## src/rtl/sdcsr_pkg.sv

```systemverilog
package sdcsr_pkg;
  localparam int ADDR_W     = 5;
  localparam int DATA_W     = 32;
  localparam int NUM_HW_EVT = 10;
  localparam int NUM_EVT    = NUM_HW_EVT + 1;
  localparam int RSP_WORDS  = 4;
  localparam int RSP_BITS   = RSP_WORDS * DATA_W;
  localparam int LEN_W      = 24;
  localparam int CMD_W      = 10;
  localparam int DCTL_W     = 8;
  localparam int POW_W      = 5;
  localparam int CLK_W      = 10;
  localparam int BW_W       = 3;
  localparam int RSPCMD_W   = 7;
  localparam int BIT_RST    = 10;
  localparam int BIT_GO     = 9;
  localparam int BIT_FLUSH  = 8;

  localparam logic [ADDR_W-1:0] IDX_CMD    = 5'd0;
  localparam logic [ADDR_W-1:0] IDX_ARG    = 5'd1;
  localparam logic [ADDR_W-1:0] IDX_RSP0   = 5'd2;
  localparam logic [ADDR_W-1:0] IDX_RSP1   = 5'd3;
  localparam logic [ADDR_W-1:0] IDX_RSP2   = 5'd4;
  localparam logic [ADDR_W-1:0] IDX_RSP3   = 5'd5;
  localparam logic [ADDR_W-1:0] IDX_RSPCMD = 5'd6;
  localparam logic [ADDR_W-1:0] IDX_DCTL   = 5'd7;
  localparam logic [ADDR_W-1:0] IDX_TIMER  = 5'd8;
  localparam logic [ADDR_W-1:0] IDX_LEN    = 5'd9;
  localparam logic [ADDR_W-1:0] IDX_STAT   = 5'd10;
  localparam logic [ADDR_W-1:0] IDX_CLR    = 5'd11;
  localparam logic [ADDR_W-1:0] IDX_MASK   = 5'd12;
  localparam logic [ADDR_W-1:0] IDX_POW    = 5'd13;
  localparam logic [ADDR_W-1:0] IDX_CLK    = 5'd14;
  localparam logic [ADDR_W-1:0] IDX_BW     = 5'd15;
  localparam logic [ADDR_W-1:0] IDX_WIN    = 5'd16;
  localparam logic [ADDR_W-1:0] IDX_FEAT   = 5'd17;
  localparam logic [ADDR_W-1:0] IDX_REV    = 5'd18;

  typedef struct packed {
    logic wrCmd;
    logic wrArg;
    logic wrDctl;
    logic wrTimer;
    logic wrLen;
    logic wrClr;
    logic wrMask;
    logic wrPower;
    logic wrClock;
    logic wrBw;
    logic rdEn;
    logic rstStart;
    logic softRst;
  } csrStrb_t;
endpackage

```

## src/rtl/sd_csr_ctrl.sv

```systemverilog
module sd_csr_ctrl
  import sdcsr_pkg::*;
#(
  parameter int RST_CYCLES = 8
) (
  input  logic              clk,
  input  logic              rstN,
  input  logic              busSel,
  input  logic              busWr,
  input  logic [ADDR_W-1:0] busAddr,
  input  logic              wdataRst,
  output csrStrb_t          strb
);
  localparam int CNT_W = $clog2(RST_CYCLES + 1);

  logic             wrEn;
  logic             rstBit;
  logic [CNT_W-1:0] rstCnt;

  assign wrEn = busSel & busWr;

  always_comb begin
    strb          = '0;
    strb.rdEn     = busSel & ~busWr;
    strb.wrCmd    = wrEn && (busAddr == IDX_CMD);
    strb.wrArg    = wrEn && (busAddr == IDX_ARG);
    strb.wrDctl   = wrEn && (busAddr == IDX_DCTL);
    strb.wrTimer  = wrEn && (busAddr == IDX_TIMER);
    strb.wrLen    = wrEn && (busAddr == IDX_LEN);
    strb.wrClr    = wrEn && (busAddr == IDX_CLR);
    strb.wrMask   = wrEn && (busAddr == IDX_MASK);
    strb.wrPower  = wrEn && (busAddr == IDX_POW);
    strb.wrClock  = wrEn && (busAddr == IDX_CLK);
    strb.wrBw     = wrEn && (busAddr == IDX_BW);
    strb.rstStart = strb.wrCmd & wdataRst;
    strb.softRst  = rstBit;
  end

  // Soft reset sequencer: the bit stays high for RST_CYCLES cycles.
  always_ff @(posedge clk or negedge rstN) begin
    if (!rstN) begin
      rstBit <= 1'b0;
      rstCnt <= '0;
    end else if (strb.rstStart) begin
      rstBit <= 1'b1;
      rstCnt <= CNT_W'(RST_CYCLES - 1);
    end else if (rstBit) begin
      if (rstCnt == '0) rstBit <= 1'b0;
      else              rstCnt <= rstCnt - 1'b1;
    end
  end

  AST_WR_ONEHOT: assert property (@(posedge clk) disable iff (!rstN)
    $onehot0({strb.wrCmd, strb.wrArg, strb.wrDctl, strb.wrTimer, strb.wrLen,
              strb.wrClr, strb.wrMask, strb.wrPower, strb.wrClock, strb.wrBw}));
  AST_RST_ENTRY: assert property (@(posedge clk) disable iff (!rstN)
    $rose(rstBit) |-> $past(strb.rstStart));
  AST_RST_EXIT: assert property (@(posedge clk) disable iff (!rstN)
    $fell(rstBit) |-> ($past(rstCnt) == '0));
endmodule

```

## src/rtl/sd_csr_dp.sv

```systemverilog
module sd_csr_dp
  import sdcsr_pkg::*;
#(
  parameter int          FIFO_WORDS = 16,
  parameter logic [31:0] REVISION   = 32'h0000_0103,
  parameter logic [1:0]  BUS_CAP    = 2'd2
) (
  input  logic                  clk,
  input  logic                  rstN,
  input  csrStrb_t              strb,
  input  logic [ADDR_W-1:0]     busAddr,
  input  logic [DATA_W-1:0]     busWdata,
  output logic [DATA_W-1:0]     busRdata,
  input  logic [NUM_HW_EVT-1:0] evtIn,
  input  logic                  cardAbsent,
  input  logic                  writeProt,
  input  logic                  rspWe,
  input  logic [RSP_BITS-1:0]   rspData,
  input  logic [RSPCMD_W-1:0]   rspCmd,
  output logic                  irq,
  output logic                  cmdGo,
  output logic                  fifoFlush,
  output logic [CMD_W-1:0]      cfgCmd,
  output logic [DATA_W-1:0]     cfgArg,
  output logic [DCTL_W-1:0]     cfgDataCtrl,
  output logic [DATA_W-1:0]     cfgDataTimer,
  output logic [LEN_W-1:0]      cfgDataLen,
  output logic [POW_W-1:0]      cfgPower,
  output logic [CLK_W-1:0]      cfgClock,
  output logic [BW_W-1:0]       cfgBusWidth
);
  logic [RSP_WORDS-1:0][DATA_W-1:0] rspQ;
  logic [RSPCMD_W-1:0] rspCmdQ;
  logic [NUM_EVT-1:0]  sticky, maskQ, evtVec, clrVec;
  logic                cdPrev, cardChg;
  logic [DATA_W-1:0]   statusWord;

  // Event merge: card presence toggle joins the engine events on top.
  assign cardChg    = cardAbsent ^ cdPrev;
  assign evtVec     = {cardChg, evtIn};
  assign clrVec     = strb.wrClr ? busWdata[NUM_EVT-1:0] : '0;
  assign statusWord = {{(DATA_W-NUM_EVT-2){1'b0}}, writeProt, cardAbsent, sticky};
  assign irq        = |(sticky & maskQ);

  always_ff @(posedge clk or negedge rstN) begin
    if (!rstN) begin
      sticky <= '0;
      cdPrev <= 1'b1;
    end else begin
      cdPrev <= cardAbsent;
      if (strb.softRst) sticky <= '0;
      else              sticky <= (sticky & ~clrVec) | evtVec;
    end
  end

  // Software-written configuration.
  always_ff @(posedge clk or negedge rstN) begin
    if (!rstN) begin
      cfgCmd       <= '0;
      cfgArg       <= '0;
      cfgDataCtrl  <= '0;
      cfgDataTimer <= '0;
      cfgDataLen   <= '0;
      cfgPower     <= '0;
      cfgClock     <= '0;
      cfgBusWidth  <= '0;
      maskQ        <= '0;
      cmdGo        <= 1'b0;
      fifoFlush    <= 1'b0;
    end else begin
      cmdGo     <= strb.wrCmd & busWdata[BIT_GO] & ~busWdata[BIT_RST];
      fifoFlush <= strb.wrDctl & busWdata[BIT_FLUSH];
      if (strb.wrCmd)   cfgCmd       <= busWdata[BIT_RST] ? '0 : busWdata[CMD_W-1:0];
      if (strb.wrArg)   cfgArg       <= busWdata;
      if (strb.wrDctl)  cfgDataCtrl  <= busWdata[DCTL_W-1:0];
      if (strb.wrTimer) cfgDataTimer <= busWdata;
      if (strb.wrLen)   cfgDataLen   <= busWdata[LEN_W-1:0];
      if (strb.wrPower) cfgPower     <= busWdata[POW_W-1:0];
      if (strb.wrClock) cfgClock     <= busWdata[CLK_W-1:0];
      if (strb.wrBw)    cfgBusWidth  <= busWdata[BW_W-1:0];
      if (strb.wrMask)  maskQ        <= busWdata[NUM_EVT-1:0];
    end
  end

  // Response capture from the command engine.
  always_ff @(posedge clk or negedge rstN) begin
    if (!rstN) begin
      rspQ    <= '0;
      rspCmdQ <= '0;
    end else if (rspWe) begin
      for (int w = 0; w < RSP_WORDS; w++) rspQ[w] <= rspData[w*DATA_W +: DATA_W];
      rspCmdQ <= rspCmd;
    end
  end

  always_comb begin
    busRdata = '0;
    if (strb.rdEn) begin
      case (busAddr)
        IDX_CMD:    busRdata = DATA_W'({strb.softRst, cfgCmd});
        IDX_ARG:    busRdata = cfgArg;
        IDX_RSP0:   busRdata = rspQ[0];
        IDX_RSP1:   busRdata = rspQ[1];
        IDX_RSP2:   busRdata = rspQ[2];
        IDX_RSP3:   busRdata = rspQ[3];
        IDX_RSPCMD: busRdata = DATA_W'(rspCmdQ);
        IDX_DCTL:   busRdata = DATA_W'(cfgDataCtrl);
        IDX_TIMER:  busRdata = cfgDataTimer;
        IDX_LEN:    busRdata = DATA_W'(cfgDataLen);
        IDX_STAT:   busRdata = statusWord;
        IDX_MASK:   busRdata = DATA_W'(maskQ);
        IDX_POW:    busRdata = DATA_W'(cfgPower);
        IDX_CLK:    busRdata = DATA_W'(cfgClock);
        IDX_BW:     busRdata = DATA_W'({BUS_CAP, cfgBusWidth});
        IDX_FEAT:   busRdata = DATA_W'(FIFO_WORDS);
        IDX_REV:    busRdata = REVISION;
        default:    busRdata = '0;
      endcase
    end
  end

  AST_EVT_STICKY: assert property (@(posedge clk) disable iff (!rstN)
    ((|evtVec) && !strb.softRst) |=> ((sticky & $past(evtVec)) == $past(evtVec)));
  AST_CLR_WORKS: assert property (@(posedge clk) disable iff (!rstN)
    strb.wrClr |=> ((sticky & $past(busWdata[NUM_EVT-1:0] & ~evtVec)) == '0));
  AST_IRQ_MASKED: assert property (@(posedge clk) disable iff (!rstN)
    (maskQ == '0) |-> !irq);
  AST_SOFT_RST_CLEAR: assert property (@(posedge clk) disable iff (!rstN)
    (strb.softRst && $past(strb.softRst)) |-> (sticky == '0));
  AST_GO_FROM_WRITE: assert property (@(posedge clk) disable iff (!rstN)
    cmdGo |-> $past(strb.wrCmd));
  AST_FLUSH_FROM_WRITE: assert property (@(posedge clk) disable iff (!rstN)
    fifoFlush |-> $past(strb.wrDctl));
endmodule

```

## src/rtl/sd_csr_top.sv

```systemverilog
module sd_csr_top
  import sdcsr_pkg::*;
#(
  parameter int          RST_CYCLES = 8,
  parameter int          FIFO_WORDS = 16,
  parameter logic [31:0] REVISION   = 32'h0000_0103,
  parameter logic [1:0]  BUS_CAP    = 2'd2
) (
  input  logic                  clk,
  input  logic                  rstN,
  input  logic                  busSel,
  input  logic                  busWr,
  input  logic [ADDR_W-1:0]     busAddr,
  input  logic [DATA_W-1:0]     busWdata,
  output logic [DATA_W-1:0]     busRdata,
  input  logic [NUM_HW_EVT-1:0] evtIn,
  input  logic                  cardAbsent,
  input  logic                  writeProt,
  input  logic                  rspWe,
  input  logic [RSP_BITS-1:0]   rspData,
  input  logic [RSPCMD_W-1:0]   rspCmd,
  output logic                  irq,
  output logic                  cmdGo,
  output logic                  fifoFlush,
  output logic                  softRst,
  output logic [CMD_W-1:0]      cfgCmd,
  output logic [DATA_W-1:0]     cfgArg,
  output logic [DCTL_W-1:0]     cfgDataCtrl,
  output logic [DATA_W-1:0]     cfgDataTimer,
  output logic [LEN_W-1:0]      cfgDataLen,
  output logic [POW_W-1:0]      cfgPower,
  output logic [CLK_W-1:0]      cfgClock,
  output logic [BW_W-1:0]       cfgBusWidth
);
  csrStrb_t strb;

  sd_csr_ctrl #(.RST_CYCLES(RST_CYCLES)) ctrl_i (
    .clk(clk), .rstN(rstN), .busSel(busSel), .busWr(busWr),
    .busAddr(busAddr), .wdataRst(busWdata[BIT_RST]), .strb(strb)
  );

  sd_csr_dp #(.FIFO_WORDS(FIFO_WORDS), .REVISION(REVISION), .BUS_CAP(BUS_CAP)) dp_i (
    .clk(clk), .rstN(rstN), .strb(strb), .busAddr(busAddr),
    .busWdata(busWdata), .busRdata(busRdata), .evtIn(evtIn),
    .cardAbsent(cardAbsent), .writeProt(writeProt), .rspWe(rspWe),
    .rspData(rspData), .rspCmd(rspCmd), .irq(irq), .cmdGo(cmdGo),
    .fifoFlush(fifoFlush), .cfgCmd(cfgCmd), .cfgArg(cfgArg),
    .cfgDataCtrl(cfgDataCtrl), .cfgDataTimer(cfgDataTimer),
    .cfgDataLen(cfgDataLen), .cfgPower(cfgPower), .cfgClock(cfgClock),
    .cfgBusWidth(cfgBusWidth)
  );

  assign softRst = strb.softRst;
endmodule

```

## config.mk

```make
export PLATFORM = sky130hd
export DESIGN_NAME = sd_csr_top
export DESIGN_NICKNAME = d
export VERILOG_FILES = /design/src/rtl/sdcsr_pkg.sv /design/src/rtl/sd_csr_ctrl.sv /design/src/rtl/sd_csr_dp.sv /design/src/rtl/sd_csr_top.sv
export SDC_FILE = /design/constraint.sdc
export NUM_CORES = 1
export LEC_CHECK = 0
export BUFFER_PORTS_ARGS = -buffer_cell sky130_fd_sc_hd__buf_2
export CAP_MARGIN = 0
export CORE_UTILIZATION = 40
export DETAILED_ROUTE_END_ITERATION = 6
export HOLD_SLACK_MARGIN = 0.06
export PLACE_DENSITY = 0.71
export SLEW_MARGIN = 20
export SYNTH_ARGS = -nofsm -noshare
export SYNTH_HDL_FRONTEND = slang
export SYNTH_SLANG_ARGS = --single-unit
```

## constraint.sdc

```tcl
create_clock -name clk -period 1.7 [get_ports clk]
set_input_delay 0.255 -clock clk [delete_from_list [all_inputs] [get_ports clk]]
set_output_delay 0.255 -clock clk [all_outputs]
set_load 0.02 [all_outputs]
```

Word-level counts from Yosys, hierarchy flattened
Index checks and enable logic that the tools add are counted.
Storage, ports and cells
  output and inout port bits: 160
  register bits: 289
  logic and storage cells: 78
  input bits: 189
Operators by class
  bitwise logic cells: 13
  equal/unequal tests: 18
  multiplexer cells: 11
  reductions and logical operators: 15
  add/subtract/negate cells: 1
Operators by type and width (number)
  $pmux 32 s17: 1
  $eq 5x4->1 const B: 8
  $mux 32: 1
  $and 11x11->11: 2
  $mux 11: 2
  $eq 5x3->1 const B: 4
  $mux 4: 3
  $not 11->11: 1
  $or 11x11->11: 1
  $reduce_or 11->1: 1
  $eq 5x2->1 const B: 2
  $eq 5x5->1 const B: 2
  $logic_and 1x1->1: 10
  $mux 10: 1
  $and 1x1->1: 6
  $eq 5x1->1 const B: 1
  $logic_not 5->1: 1
  $logic_not 4->1: 1
  $sub 4x1->4 const B: 1
  $mux 1: 3
  $ne 2x1->1 const B: 1
  $not 1->1: 2
  $reduce_and 2->1: 1
  $reduce_bool 2->1: 1
  $xor 1x1->1: 1

Longest topological paths before layout
  depth after elaboration: 7
  mapped depth: 9

Cells and area by module
A second synthesis with hierarchy kept.
Second synthesis, totals
  cell total of the unflattened synthesis: 1008
  area total of the unflattened synthesis: 13265.2 um^2
Modules (own cells, without submodules)
  sd_csr_dp: area an instance 12879.9 um^2, instances 1, cells each 959, seq. area each 7108.1 um^2
  sd_csr_ctrl: area an instance 385.4 um^2, instances 1, cells each 49, seq. area each 125.1 um^2

Least setup slack after synthesis
No wires, ideal clock.
  path type: input-to-output
  start: input port busAddr[3]
  end: output port busRdata[11]
  data arrival time: 1.907 ns
  slack: -0.462 ns
  cell stages on the path: 8
  buffers on the path: 4
  path through: buf_4 or3_1 buf_2 nor2_4 buf_4 buf_2 a22oi_1 a41oi_1
On the way
  word-level cells in the longest chain between the ends: 3
  elaborated cells between the ends (all ways): 19
Ends and longest elaborated chain
  start, declared: line sd_csr_top.sv:13  | input logic [ADDR_W-1:0] busAddr,
  $eq 5x5->1 (tied with other cells): line sd_csr_dp.sv:99  | case (busAddr)
  $pmux 32 s17 *: line sd_csr_dp.sv:99
  $mux 32 *: line sd_csr_dp.sv:98  | if (strb.rdEn) begin
  end, declared: line sd_csr_top.sv:15  | output logic [DATA_W-1:0] busRdata,
Every way passes the cells marked *; elsewhere a longest branch is shown, timed or not.

Worst setup path in the final report
  start: input port busAddr[2]
  end: output port busRdata[4]
The elaborated chain is that of the path after synthesis.

==> metrics.yaml <==
floorplanning:
  start_util: 0.410
  pin_count: 349
  fp.dieArea_mm2: 0.0334
  rows: 65
  fp.dieH_um: 183
  die_w_um: 183
  core_area_mm2: 0.0318
logic_synthesis:
  ys.flop_type: "dfrtp_1"
  ys_types: 56
  yosys_warnings: 0
  synth_top_area_share: 0.552
  synthTopCellsByArea: "dfrtp_1, mux2_2, a22oi_1, mux2_4, a31oi_1"
  synthCells: 968
  synth.avg_cell_area_um2: 13.5
  synth_nets: 1158
  synth-edff-count: 0
  synth-async-reset-ratio: 1.00
  yosys.area.top_type: "dfrtp_1"
  synth-seq-area-share: 0.554
  ys_seq_elements: 289
  syn_area_mm2: 0.0131
timing:
  period_needed_ns: 2.20
  fin_crit_sh: 1.29
  slew_headroom: 0.556
  worstMarginPinSlew_ns: 0.667
  hold_viol_final: 0
  report.final.slew_viol_count: 0
  rsz0062_at_grt: "true"
  fmax_mhz: 454
  setup_violations: 33
  setup_tns_ns: -14.74
  fin_skew_ns: 0.0183
  worst_slack_ns: -0.500
clocking:
  htree_num_levels: 2
  cts.path.max_buffers: 3
  clk-insertion-delay-late_ns: 0.53
  cts.sinks: 289
  cts_tree: "built"
  clockRootBuffer: "clkbuf_16"
  numCtsBuffers: 35
  cts.clk_slew.worst_paths_ns: 0.06
pwr:
  powerDensity_mw_per_mm2: 949
  power.leakage_nw: 9.49
  peakVddDrop_v: 0.000712
cells_and_area:
  fillers: 2102
  final_cell_mix: "buf_2, dfrtp_1, mux2_2, dlygate4sd3_1, buf_4"
  syn_to_final_growth_pct: 62.2
  multiInputGateArea_mm2: 0.00637
  final_common_cell: "buf_2"
  drive_gt1_frac: 0.595
  regArea_mm2: 0.00723
  layout.nets: 1843
worst_setup_path:
  arrival_ns: 1.95
  path_max_fanout: 11
  cp-start-kind: "input port"
  cp_data_required_time_ns: 1.44
  cp-startpoint: "busAddr[2]"
  cp_slowest_stage_delay_ns: 0.45
  r2r-start: "ctrl_i.rstCnt[0]"
  worst-setup-path-type: "input port to output port"
  rrSetupSlack_ns: 0.48
  crit_slowest_cell: "or3b_4"
  path_cells: "buf_8, or3b_4, buf_4, nor2_4, buf_12, a22oi_1, and4_1, a41oi_2, buf_4"
  path_common_cell: "buf_4"
  cp-end-kind: "output port"
placement:
  dp_slack_ns: -0.876
  routabilityCongestion: 0.900
  dp_hpwl_mm: 34.0
  port_buffers: 348
detailed_routing:
  wl_per_cell_um: 24.7
  drc_errors: 0
  via_per_inst: 5.65
  vias: 11900
  detail-route-antenna-nets: 0
  drt-total-wl_mm: 52.2
  first_pass_iters: 7
  drt_iter0_drc: 999
outcome:
  violations: "negative setup slack"
  status: "complete, but fails checks"
grt:
  antenna_found_initial: 1
  overflow: 0
  grt_pass1_vias: 12700
  gr-usage-all-layers: 0.306
  grt_pass1_wl_mm: 76.6
  grt_max_degree: 53
run:
  drv_cap: 0
worst_hold_path:
  hold_class: "input port to flop"
  hp-start: "busWdata[9]"
[kinds of logic after synthesis]
kind of cell,synth area share
multiplexers,0.238
flip-flops,0.554
AND/OR/NAND/NOR,0.0621
buffers and inverters,0.0326
AO/OA/AOI/OAI,0.110
adder cells (fa/ha/maj),0.000959
XOR/XNOR,0.00134
[sequential cells by signal, summed over array words and instances, names as in the netlist, 3 cells and up]
name / flops
dp_i.rspCmdQ: 7
dp_i.maskQ: 11
dp_i.cfgBusWidth: 3
ctrl_i.rstCnt: 4
dp_i.cfgCmd: 10
dp_i.cfgPower: 5
dp_i.cfgArg: 32
dp_i.cfgClock: 10
dp_i.sticky: 11
dp_i.cfgDataTimer: 32
dp_i.rspQ: 128
dp_i.cfgDataLen: 24
dp_i.cfgDataCtrl: 8
[worst paths after layout]
kind | to | depth (start not counted)
worst max-delay path | busRdata[4] | 9
worst min register to register | dp_i.rspQ[103] | 1
worst max register to register | ctrl_i.rstCnt[0] | 6
worst min-delay path | dp_i.cfgDataTimer[9] | 2
max in group asynchronous | dp_i.sticky[4] | 4
min in group asynchronous | dp_i.cfgDataTimer[25] | 2
[per-stage QoR]
step                area [µm²]  utilization  std cells  hold WS [ns]  total power, mW
global placement         17200        0.540       1847         0.208             11.7
detailed placement       17200        0.540       1847         0.214             11.8
global route             21200        0.666       2112        0.0732             20.8
floorplan                13800            -        968       -0.0406             10.2
finish                   21200        0.666       2113        0.0793             20.1
CTS                      20700        0.652       2095        0.0626             20.0
[final cells by class]
type,count,share of cell area
multi-input cells,605,0.301
inverters,3,0.000532
well taps,435,0.0257
flip-flops and latches,289,0.342
clock inverters,13,0.00798
diodes,2,0.000236
repair buffers,719,0.275
clock buffers,47,0.0478
[synth_stat cells, drive strengths merged, types with 2 or more instances]
| master | number |
|---|---|
| mux2 | 260 |
| a32o | 3 |
| nand4b | 2 |
| or3 | 2 |
| mux2i | 7 |
| clkbuf | 29 |
| buf | 42 |
| dfrtp | 288 |
| nand3b | 2 |
| nand3 | 5 |
| inv | 3 |
| a41oi | 3 |
| nand2 | 37 |
| a21oi | 23 |
| a31oi | 28 |
| or3b | 2 |
| nor4 | 4 |
| a221oi | 11 |
| a22oi | 82 |
| nor2 | 27 |
| a22o | 8 |
| nor2b | 6 |
| and2 | 2 |
| and3 | 7 |
| nor3 | 17 |
| a32oi | 3 |
| nand2b | 12 |
| and4 | 6 |
| o21ai | 13 |
| nor3b | 4 |
| a222oi | 15 |
[critical path: cells and delay by family]
kind | cells | cell delay (ns)
AOI/OAI and AO/OA | 2 | 0.27
buffers and inverters | 4 | 0.62
and+or+nand+nor | 3 | 0.79
[metal layers]
metal	part of all wire	global-route usage
met4	0.043	0.135
met5	0	0
met3	0.084	0.0647
met2	0.48	0.518
met1	0.39	0.376
[report_power, final]
part           switching (mW)  internal (mW)
Sequential              0.766           7.73
Combinational            1.93           1.98
Clock                    3.04           4.65
Total                    5.74           14.4
[what timing repair did]
item / CTS / global route
resized for setup: 136 / 59
setup buffers: 19 / 17
hold endpoints to repair: 266 / 0
hold buffers: 169 / 0
endpoints found under the setup margin: 35 / 59
pin swaps: 37 / 44
cloned: 2 / 2
(Power assumes the default switching activity.)
